### src/rtl/stp_pkg.sv
package stp_pkg;

    typedef enum logic [1:0] {
        ST_IDLE = 2'd0,
        ST_RUN  = 2'd1,
        ST_HALT = 2'd2
    } stp_state_e;

endpackage

### src/rtl/step_timer.sv
module step_timer #(
    parameter int PRESCALE = 16,
    parameter int SPEED_W  = 4
) (
    input  logic               clk,
    input  logic               rst_n,
    input  logic               load_i,
    input  logic               en_i,
    input  logic [SPEED_W-1:0] speed_i,
    output logic               tick_o
);
    localparam int PRE_W = (PRESCALE > 1) ? $clog2(PRESCALE) : 1;
    localparam logic [PRE_W-1:0] PRE_LAST = PRE_W'(PRESCALE - 1);

    typedef struct packed {
        logic [PRE_W-1:0]   pre;
        logic [SPEED_W-1:0] unit;
    } tmr_t;

    tmr_t tmr_d, tmr_q;

    assign tick_o = en_i && (tmr_q.pre == PRE_LAST) && (tmr_q.unit == '0);

    always_comb begin
        tmr_d = tmr_q;
        if (load_i) begin
            tmr_d.pre  = '0;
            tmr_d.unit = speed_i;
        end else if (en_i) begin
            if (tick_o) begin
                tmr_d.pre  = '0;
                tmr_d.unit = speed_i;
            end else if (tmr_q.pre == PRE_LAST) begin
                tmr_d.pre  = '0;
                tmr_d.unit = tmr_q.unit - 1'b1;
            end else begin
                tmr_d.pre = tmr_q.pre + 1'b1;
            end
        end
    end

    always_ff @(posedge clk or negedge rst_n) begin
        if (!rst_n) tmr_q <= '0;
        else        tmr_q <= tmr_d;
    end

    // the timer state is frozen while neither loading nor enabled
    p_timer_hold_r5: assert property (@(posedge clk) disable iff (!rst_n)
        (!load_i && !en_i) |=> $stable(tmr_q));
endmodule

### src/rtl/phase_rotator.sv
module phase_rotator #(
    parameter int PHASES = 4
) (
    input  logic              clk,
    input  logic              rst_n,
    input  logic              load_i,
    input  logic              step_i,
    input  logic              dir_i,
    output logic [PHASES-1:0] pat_o
);
    localparam logic [PHASES-1:0] HOME = {1'b0, {(PHASES-1){1'b1}}};

    logic [PHASES-1:0] pat_d, pat_q;
    logic [PHASES-1:0] up_w, down_w;

    genvar gi;
    generate
        for (gi = 0; gi < PHASES; gi++) begin : g_rot
            assign up_w[(gi + 1) % PHASES]            = pat_q[gi];
            assign down_w[(gi + PHASES - 1) % PHASES] = pat_q[gi];
        end
    endgenerate

    always_comb begin
        pat_d = pat_q;
        if (load_i)      pat_d = HOME;
        else if (step_i) pat_d = dir_i ? up_w : down_w;
    end

    always_ff @(posedge clk or negedge rst_n) begin
        if (!rst_n) pat_q <= HOME;
        else        pat_q <= pat_d;
    end

    assign pat_o = pat_q;

    // the stored pattern always has exactly one low bit
    p_one_cold_r3: assert property (@(posedge clk) disable iff (!rst_n)
        $countones(~pat_q) == 1);
    // the pattern only changes at a step or a reload
    p_pat_hold_r5: assert property (@(posedge clk) disable iff (!rst_n)
        (!load_i && !step_i) |=> $stable(pat_q));
endmodule

### src/rtl/rev_counter.sv
module rev_counter #(
    parameter int STEPS = 48
) (
    input  logic clk,
    input  logic rst_n,
    input  logic clear_i,
    input  logic step_i,
    output logic wrap_o
);
    localparam int CNT_W = $clog2(STEPS);
    localparam logic [CNT_W-1:0] CNT_LAST = CNT_W'(STEPS - 1);

    logic [CNT_W-1:0] cnt_d, cnt_q;

    assign wrap_o = step_i && (cnt_q == CNT_LAST);

    always_comb begin
        cnt_d = cnt_q;
        if (clear_i)     cnt_d = '0;
        else if (wrap_o) cnt_d = '0;
        else if (step_i) cnt_d = cnt_q + 1'b1;
    end

    always_ff @(posedge clk or negedge rst_n) begin
        if (!rst_n) cnt_q <= '0;
        else        cnt_q <= cnt_d;
    end

    // the count never leaves the range of one revolution
    p_cnt_bound_r6: assert property (@(posedge clk) disable iff (!rst_n)
        cnt_q <= CNT_LAST);
endmodule

### src/rtl/stepper_fullstep.sv
module stepper_fullstep #(
    parameter int PRESCALE = 16,
    parameter int STEPS    = 48,
    parameter int PHASES   = 4,
    parameter int SPEED_W  = 4
) (
    input  logic               clk,
    input  logic               rst_n,
    input  logic               run_i,
    input  logic               dir_i,
    input  logic [SPEED_W-1:0] speed_i,
    input  logic               one_turn_i,
    output logic [PHASES-1:0]  phase_no,
    output logic               done_o
);
    import stp_pkg::*;

    typedef struct packed {
        stp_state_e st;
        logic       done;
    } ctl_t;

    ctl_t ctl_d, ctl_q;
    logic load_w, en_w, tick_w, wrap_w;
    logic [PHASES-1:0] pat_w;

    assign load_w = (ctl_q.st == ST_IDLE) && run_i;
    assign en_w   = (ctl_q.st == ST_RUN) && run_i;

    step_timer #(.PRESCALE(PRESCALE), .SPEED_W(SPEED_W)) u_timer (
        .clk(clk), .rst_n(rst_n), .load_i(load_w), .en_i(en_w),
        .speed_i(speed_i), .tick_o(tick_w));

    phase_rotator #(.PHASES(PHASES)) u_rot (
        .clk(clk), .rst_n(rst_n), .load_i(load_w), .step_i(tick_w),
        .dir_i(dir_i), .pat_o(pat_w));

    rev_counter #(.STEPS(STEPS)) u_cnt (
        .clk(clk), .rst_n(rst_n), .clear_i(load_w), .step_i(tick_w),
        .wrap_o(wrap_w));

    always_comb begin
        ctl_d      = ctl_q;
        ctl_d.done = 1'b0;
        unique case (ctl_q.st)
            ST_IDLE: if (run_i) ctl_d.st = ST_RUN;
            ST_RUN: begin
                if (!run_i) begin
                    ctl_d.st = ST_IDLE;
                end else if (wrap_w && one_turn_i) begin
                    ctl_d.st   = ST_HALT;
                    ctl_d.done = 1'b1;
                end
            end
            ST_HALT: if (!run_i) ctl_d.st = ST_IDLE;
            default: ctl_d.st = ST_IDLE;
        endcase
    end

    always_ff @(posedge clk or negedge rst_n) begin
        if (!rst_n) begin
            ctl_q.st   <= ST_IDLE;
            ctl_q.done <= 1'b0;
        end else begin
            ctl_q <= ctl_d;
        end
    end

    assign phase_no = (ctl_q.st == ST_RUN) ? pat_w : '1;
    assign done_o   = ctl_q.done;

    // run low at an edge releases all coils in the next cycle
    p_idle_off_r1: assert property (@(posedge clk) disable iff (!rst_n)
        !run_i |=> phase_no == '1);
    // done lasts exactly one cycle
    p_done_pulse_r7: assert property (@(posedge clk) disable iff (!rst_n)
        done_o |=> !done_o);
    // coils are released while done is shown
    p_done_off_r7: assert property (@(posedge clk) disable iff (!rst_n)
        done_o |-> phase_no == '1);
    // once halted, held run keeps coils released
    p_halt_hold_r8: assert property (@(posedge clk) disable iff (!rst_n)
        (ctl_q.st == ST_HALT && run_i) |=> (phase_no == '1 && !done_o));
endmodule

### config.mk
export PLATFORM = sky130hd
export DESIGN_NAME = stepper_fullstep
export DESIGN_NICKNAME = d
export VERILOG_FILES = /design/src/rtl/stp_pkg.sv /design/src/rtl/step_timer.sv /design/src/rtl/phase_rotator.sv /design/src/rtl/rev_counter.sv /design/src/rtl/stepper_fullstep.sv
export SDC_FILE = /design/constraint.sdc
export NUM_CORES = 1
export LEC_CHECK = 0
export BUFFER_PORTS_ARGS = -buffer_cell sky130_fd_sc_hd__clkbuf_2
export CAP_MARGIN = 5
export CORE_UTILIZATION = 50
export CTS_BUF_LIST = sky130_fd_sc_hd__clkbuf_16
export CTS_CLUSTER_DIAMETER = 120
export DETAILED_ROUTE_END_ITERATION = 8
export GPL_TIMING_DRIVEN = 1
export PLACE_DENSITY_LB_ADDON = 0.2
export SYNTH_ARGS = -nofsm -noshare
export SYNTH_HDL_FRONTEND = slang
export SYNTH_SLANG_ARGS = --single-unit
export TNS_END_PERCENT = 10
### constraint.sdc
create_clock -name clk -period 2.1 [get_ports clk]
set_input_delay 0.105 -clock clk [delete_from_list [all_inputs] [get_ports clk]]
set_output_delay 0.105 -clock clk [all_outputs]
set_load 0.01 [all_outputs]
* Word level (Yosys, flattened, before mapping)
Index checks and enable logic that the tools add are counted.
** Storage, ports and cells
- Flip-flop bits (word level) :: 21
- Input bits :: 9
- Output and inout port bits :: 5
- Word-level logic and storage cells :: 49
** Cells by class
- Add/sub/neg operators :: 3
- Equality and inequality tests :: 7
- Mux-type cells :: 19
- Reduce and logical (&&, ||, !) cells :: 14
** Operators with widths (count)
- 4-bit 2-to-1 mux :: 6
- 8-bit 2-to-1 mux :: 3
- 6-bit 2-to-1 mux :: 3
- 6-bit by 1-bit adder with 6-bit output (second input constant) :: 1
- 6-bit equality test (second input constant) :: 1
- 1-bit logical AND :: 6
- 2-bit 2-to-1 mux :: 3
- 2-bit one-hot mux with 3 select lines :: 1
- 3-bit nonzero test :: 2
- 4-bit by 1-bit adder with 4-bit output (second input constant) :: 1
- 4-bit equality test (second input constant) :: 1
- 4-bit logical NOT :: 1
- 2-bit != test (second input constant) :: 2
- 2-bit nonzero test :: 2
- 4-bit by 1-bit subtractor with 4-bit output (second input constant) :: 1
- 3-bit 2-to-1 mux :: 1
- 3-bit != test (second input constant) :: 1
- 3-bit AND reduction :: 1
- 2-bit by 1-bit equality test with 1-bit output (second input constant) :: 1
- 2-bit equality test (second input constant) :: 1
- 2-bit logical NOT :: 1
- 1-bit 2-to-1 mux :: 2
- 2-bit AND reduction :: 1

* Logic depth before layout (Yosys ltp)
- Word-level depth :: 9
- Depth in mapped cells :: 7
- Gate-level depth less buffers :: 6

* Hierarchy
A second synthesis with hierarchy kept.
** Second synthesis, totals
- Cell total of the unflattened synthesis :: 115
- Area total of the unflattened synthesis :: 1186.1 sq um
** By module, submodules not included
- step_timer :: times used 1, cells an instance 53, area an instance 513.0 sq um, seq. area each 200.2 sq um
- rev_counter :: times used 1, cells an instance 28, area an instance 304.0 sq um, seq. area each 150.1 sq um
- phase_rotator :: times used 1, cells an instance 18, area an instance 201.4 sq um, seq. area each 103.8 sq um
- stepper_fullstep :: times used 1, cells an instance 16, area an instance 167.7 sq um, seq. area each 75.1 sq um

* Least setup slack after synthesis
OpenSTA, ideal clock, no wires.
- Kind :: register to register
- Start point :: register u_timer.tmr_q[4] (netlist bit)
- End point :: register u_timer.tmr_q[1] (netlist bit)
- Library setup time :: 141 ps
- Data arrival time :: 1549 ps
- Path slack :: 410 ps
- Cell stages (with the launch flop) :: 7
- Path buffers :: 1
- Clock period less this slack :: 1690 ps
- Cells stage by stage :: dfrtp_1 -> ha_1 -> and4bb_2 -> a41oi_1 -> buf_2 -> mux2i_1 -> a21oi_1
** Between the ends
- Longest elaborated chain between the ends :: 6
** Ends and longest elaborated chain
- start, declared :: RTL line step_timer.sv:20 : tmr_t tmr_d, tmr_q;
- start signal, assigned :: RTL line step_timer.sv:44 : else tmr_q <= tmr_d;
- 4-bit equality test * :: RTL line step_timer.sv:22, step_timer.sv:33
- 1-bit logical AND (2 in series) :: RTL line step_timer.sv:22 : assign tick_o = en_i && (tmr_q.pre == PRE_LAST) && (tmr_q.unit == '0);
- 8-bit 2-to-1 mux :: RTL line step_timer.sv:30 : if (tick_o) begin
- 8-bit 2-to-1 mux :: RTL line step_timer.sv:29 : end else if (en_i) begin
- 8-bit 2-to-1 mux :: RTL line step_timer.sv:26 : if (load_i) begin
Mark *: on every way between the ends. The rest lies on a longest branch, timed or not. The select of a mux whose other input is x is not followed.
A chain may end at the register's enable or synchronous reset.

* Worst setup path after layout
- Start point :: register u_timer.tmr_q[4] (netlist bit)
- End point :: register u_cnt.cnt_q[5]
** Between the ends
- Longest elaborated chain between the ends :: 6
** Ends and longest elaborated chain
- 4-bit equality test * :: RTL line step_timer.sv:22
- 1-bit logical AND * (2 in series) :: RTL line step_timer.sv:22
- 1-bit logical AND :: RTL line rev_counter.sv:15 : assign wrap_o = step_i && (cnt_q == CNT_LAST);
- 6-bit 2-to-1 mux :: RTL line rev_counter.sv:20 : else if (wrap_o) cnt_d = '0;
- 6-bit 2-to-1 mux :: RTL line rev_counter.sv:19 : if (clear_i) cnt_d = '0;
- end signal, assigned :: RTL line rev_counter.sv:26 : else cnt_q <= cnt_d;
- end, declared :: RTL line rev_counter.sv:13 : logic [CNT_W-1:0] cnt_d, cnt_q;
Mark *: on every way between the ends. The rest lies on a longest branch, timed or not.

==> impl_metrics.env <==
export IMPL_fin_crit_ns=1.91
export IMPL_switching_power_mw=0.244
export IMPL_core_um2=2190
export IMPL_power_switching_share_pct=24.5
export IMPL_cts_tree="done"
export IMPL_syn_to_final_growth_pct=17.7
export IMPL_dieArea_um2=2520
export IMPL_htree_levels=1
export IMPL_worst_hold_slack_ns=0.114
export IMPL_hp_class="input port to flip-flop"
export IMPL_slew_headroom_pct=64.2
export IMPL_yosysTopAreaCell="dfrtp_1"
export IMPL_p_leak_nw=0.640
export IMPL_p_per_area_nw_per_um2=729
export IMPL_grt_pass1_wl_um=4000
export IMPL_gp_congestion=0.762
export IMPL_rr_worst_depth=6
export IMPL_vdd_ir_drop_max_mv=0.479
export IMPL_worst_slew_pin_slew_ns=0.537
export IMPL_synth_area_um2=1160
export IMPL_ys_flop_type="dfrtp_1"
export IMPL_grt_pass1_vias=885
export IMPL_avgRoutedWirePerCell_um=13.7
export IMPL_die_h_um=50.2
export IMPL_vias=947
export IMPL_ys_async_sr_fraction_pct=100
export IMPL_drtAntennaViolNets=0
export IMPL_synth_top_area_share_pct=38.8
export IMPL_status="completed"
export IMPL_antenna_cells=0
export IMPL_worst_clock_skew_ns=0.00534
export IMPL_synth_warnings=0
export IMPL_clock_path_buffers=2
export IMPL_port_buffers=13
export IMPL_drive_gt1_share_pct=20.1
export IMPL_synth_cells=121
export IMPL_clock_latency_ns=0.25
export IMPL_ys_ff_latch=21
export IMPL_hold_start="speed_i[0]"
export IMPL_fill_cells=166
export IMPL_crit_arrival_ns=2.09
export IMPL_holdPathEnd="u_timer.tmr_q[0]"
export IMPL_grt_max_degree=22
export IMPL_initial_core_util_pct=53.1
export IMPL_max_freq_mhz=522
export IMPL_finalHoldViolCount=0
export IMPL_postSynthNetCount=134
export IMPL_cp_max_fo=12
export IMPL_cts_sinks=21
export IMPL_root_buffer="clkbuf_16"
export IMPL_p_clk_share_pct=39.9
export IMPL_finalNetCount=153
export IMPL_end_kind="flip-flop"
export IMPL_first_pass_iters=4
export IMPL_share_comb_of_total_power_pct=13.3
export IMPL_synthTopCellsByArea="dfrtp_1 39%, dfstp_2 6.8%, mux2i_1 6.0%"
export IMPL_rrSetupSlack_ns=0.19
export IMPL_synth_cell_type_count=34
export IMPL_grt_usage_pct=21.7
export IMPL_p_int_mw=0.753
export IMPL_drc=0
export IMPL_r2r_end="u_cnt.cnt_q[5]"
export IMPL_wl_um=2290
export IMPL_postCtsSetupRepairBufs=0
export IMPL_rsz0062_at_grt="false"
export IMPL_cts_buffers=3
export IMPL_p_seq_share_pct=46.9
export IMPL_die_x_um=50.2
export IMPL_dp_hpwl_um=1630
export IMPL_fp_row_count=17
export IMPL_period_share_pct=91.2
export IMPL_syn_avg_cell_area_um2=9.61
export IMPL_drtIter0Drc=24
export IMPL_dpl_cell_count=162
export IMPL_finalSetupViolCount=0
export IMPL_yosysSeqAreaShare_pct=45.5
export IMPL_viasPerCell=5.67
export IMPL_num_io_pins=14
export IMPL_start_kind="flip-flop"
export IMPL_crit_required_ns=2.28
export IMPL_grt_overflow_total=0
export IMPL_final_max_slew_viol_count=0
export IMPL_synth_edf_count=0
export IMPL_path_class="flip-flop to flip-flop"
export IMPL_min_path_cells=3
export IMPL_maxCapViolCount=0
export IMPL_clkSlewWorstSetupHoldPaths_ns=0.06
export IMPL_stdcell_count=167
export IMPL_timing_rr_start="u_timer.tmr_q[4]"
export IMPL_fin_tns_setup_ns=0
export IMPL_antenna_found_initial=0
[flip-flops by register name (all words and copies together) (netlist names)]
name / cells
done_o: 1
u_rot.pat_o: 4
ctl_q: 2
u_timer.tmr_q: 8
u_cnt.cnt_q: 6
[logic make-up after synthesis]
family                   synth area share [%]
AO/OA/AOI/OAI                            15.1
XOR/XNOR                                 2.26
adder cells (fa/ha/maj)                  4.31
buffers and inverters                    3.12
flip-flops                               45.5
multiplexers                             6.03
AND/OR/NAND/NOR                          23.7
[area by class of cell]
| cell class | instances | area, µm² | share of cell area (%) |
|---|---|---|---|
| clock buffer | 3 | 75.1 | 5.49 |
| clock inverter | 1 | 3.75 | 0.274 |
| inverter | 4 | 15.0 | 1.10 |
| multi-input combinational | 91 | 597 | 43.6 |
| sequential | 21 | 529 | 38.7 |
| tap | 28 | 35.0 | 2.56 |
| timing repair buffer | 19 | 113 | 8.23 |
[how the worst max path moves through the flow]
stage	from	endpoint	slack (ns)	depth (start not counted)
finish	u_timer.tmr_q[4]	u_cnt.cnt_q[5]	0.19	6
global route	u_timer.tmr_q[4]	u_cnt.cnt_q[5]	0.06	6
CTS	u_timer.tmr_q[4]	u_cnt.cnt_q[5]	0.17	6
detailed placement	u_timer.tmr_q[4]	u_cnt.cnt_q[5]	0.20	6
global placement	u_timer.tmr_q[4]	u_cnt.cnt_q[5]	0.27	6
floorplan	u_timer.tmr_q[4]	u_timer.tmr_q[1]	0.41	6
[timing repair]
action	in CTS	in global routing
endpoints found under the hold margin	18	0
setup endpoints to repair	0	0
resized for setup	0	0
hold buffers	1	0
[Yosys cell counts (all sizes together), types with 6 or more instances]
library cell / number
dfrtp: 18
nor2: 7
a21oi: 9
mux2i: 7
nand2: 8
nand2b: 6
nand3: 7
o21ai: 9
[layer usage]
metal | GRT usage (%) | share of wire (%) | vias to the layer above | wire [µm]
met4 | 10.0 | 1.8 | 0 | 41
met3 | 4.55 | 4.2 | 4 | 95
li1 | - | - | 473 | -
met2 | 34.0 | 45 | 26 | 1040
met1 | 28.7 | 48 | 444 | 1110
met5 | 0 | 0 | - | 0
[power by group through the flow]
stage / Combinational, mW / Sequential [mW] / Clock, mW
3_5_place_dp: 0.132 / 0.474 / 0
4_1_cts: 0.134 / 0.467 / 0.402
6_report: 0.132 / 0.467 / 0.397
3_3_place_gp: 0.129 / 0.471 / 0
5_1_grt: 0.156 / 0.472 / 0.419
2_1_floorplan: 0.0934 / 0.466 / 0
[worst max-delay path, stage by stage, from the launching register on]
cell	delay (ns)
dfrtp_1	0.39
ha_1	0.24
and4bb_2	0.23
a41oi_1	0.11
buf_4	0.19
or4_1	0.51
a21oi_1	0.16
[metrics by stage]
stage / util [%] / instance area, µm² / worst slack, ns / total power, mW
floorplan: - / 1160 / 0.410 / 0.559
detailed placement: 58.4 / 1280 / 0.203 / 0.606
global placement: 58.4 / 1280 / 0.274 / 0.600
CTS: 62.4 / 1370 / 0.173 / 1.00
global route: 62.4 / 1370 / 0.0597 / 1.05
finish: 62.4 / 1370 / 0.186 / 0.997
[placed cells by master, fill, tap and decap left out, drive strengths merged, types with 2 or more instances in the layout]
cell type	synthesis	layout
dfstp	3	3
nand2	8	8
ha	4	4
nand3	7	7
nor3b	2	2
inv	4	5
a2bb2oi	2	2
o21ai	9	9
nand4	4	4
xor2	2	2
a21boi	2	2
mux2i	7	7
a21oi	9	9
nor2b	4	4
o211ai	3	3
clkbuf	2	16
nor2	7	7
buf	3	5
nand2b	6	6
or3	4	4
dfrtp	18	18
Note: power is estimated with default switching activity, not from simulation.
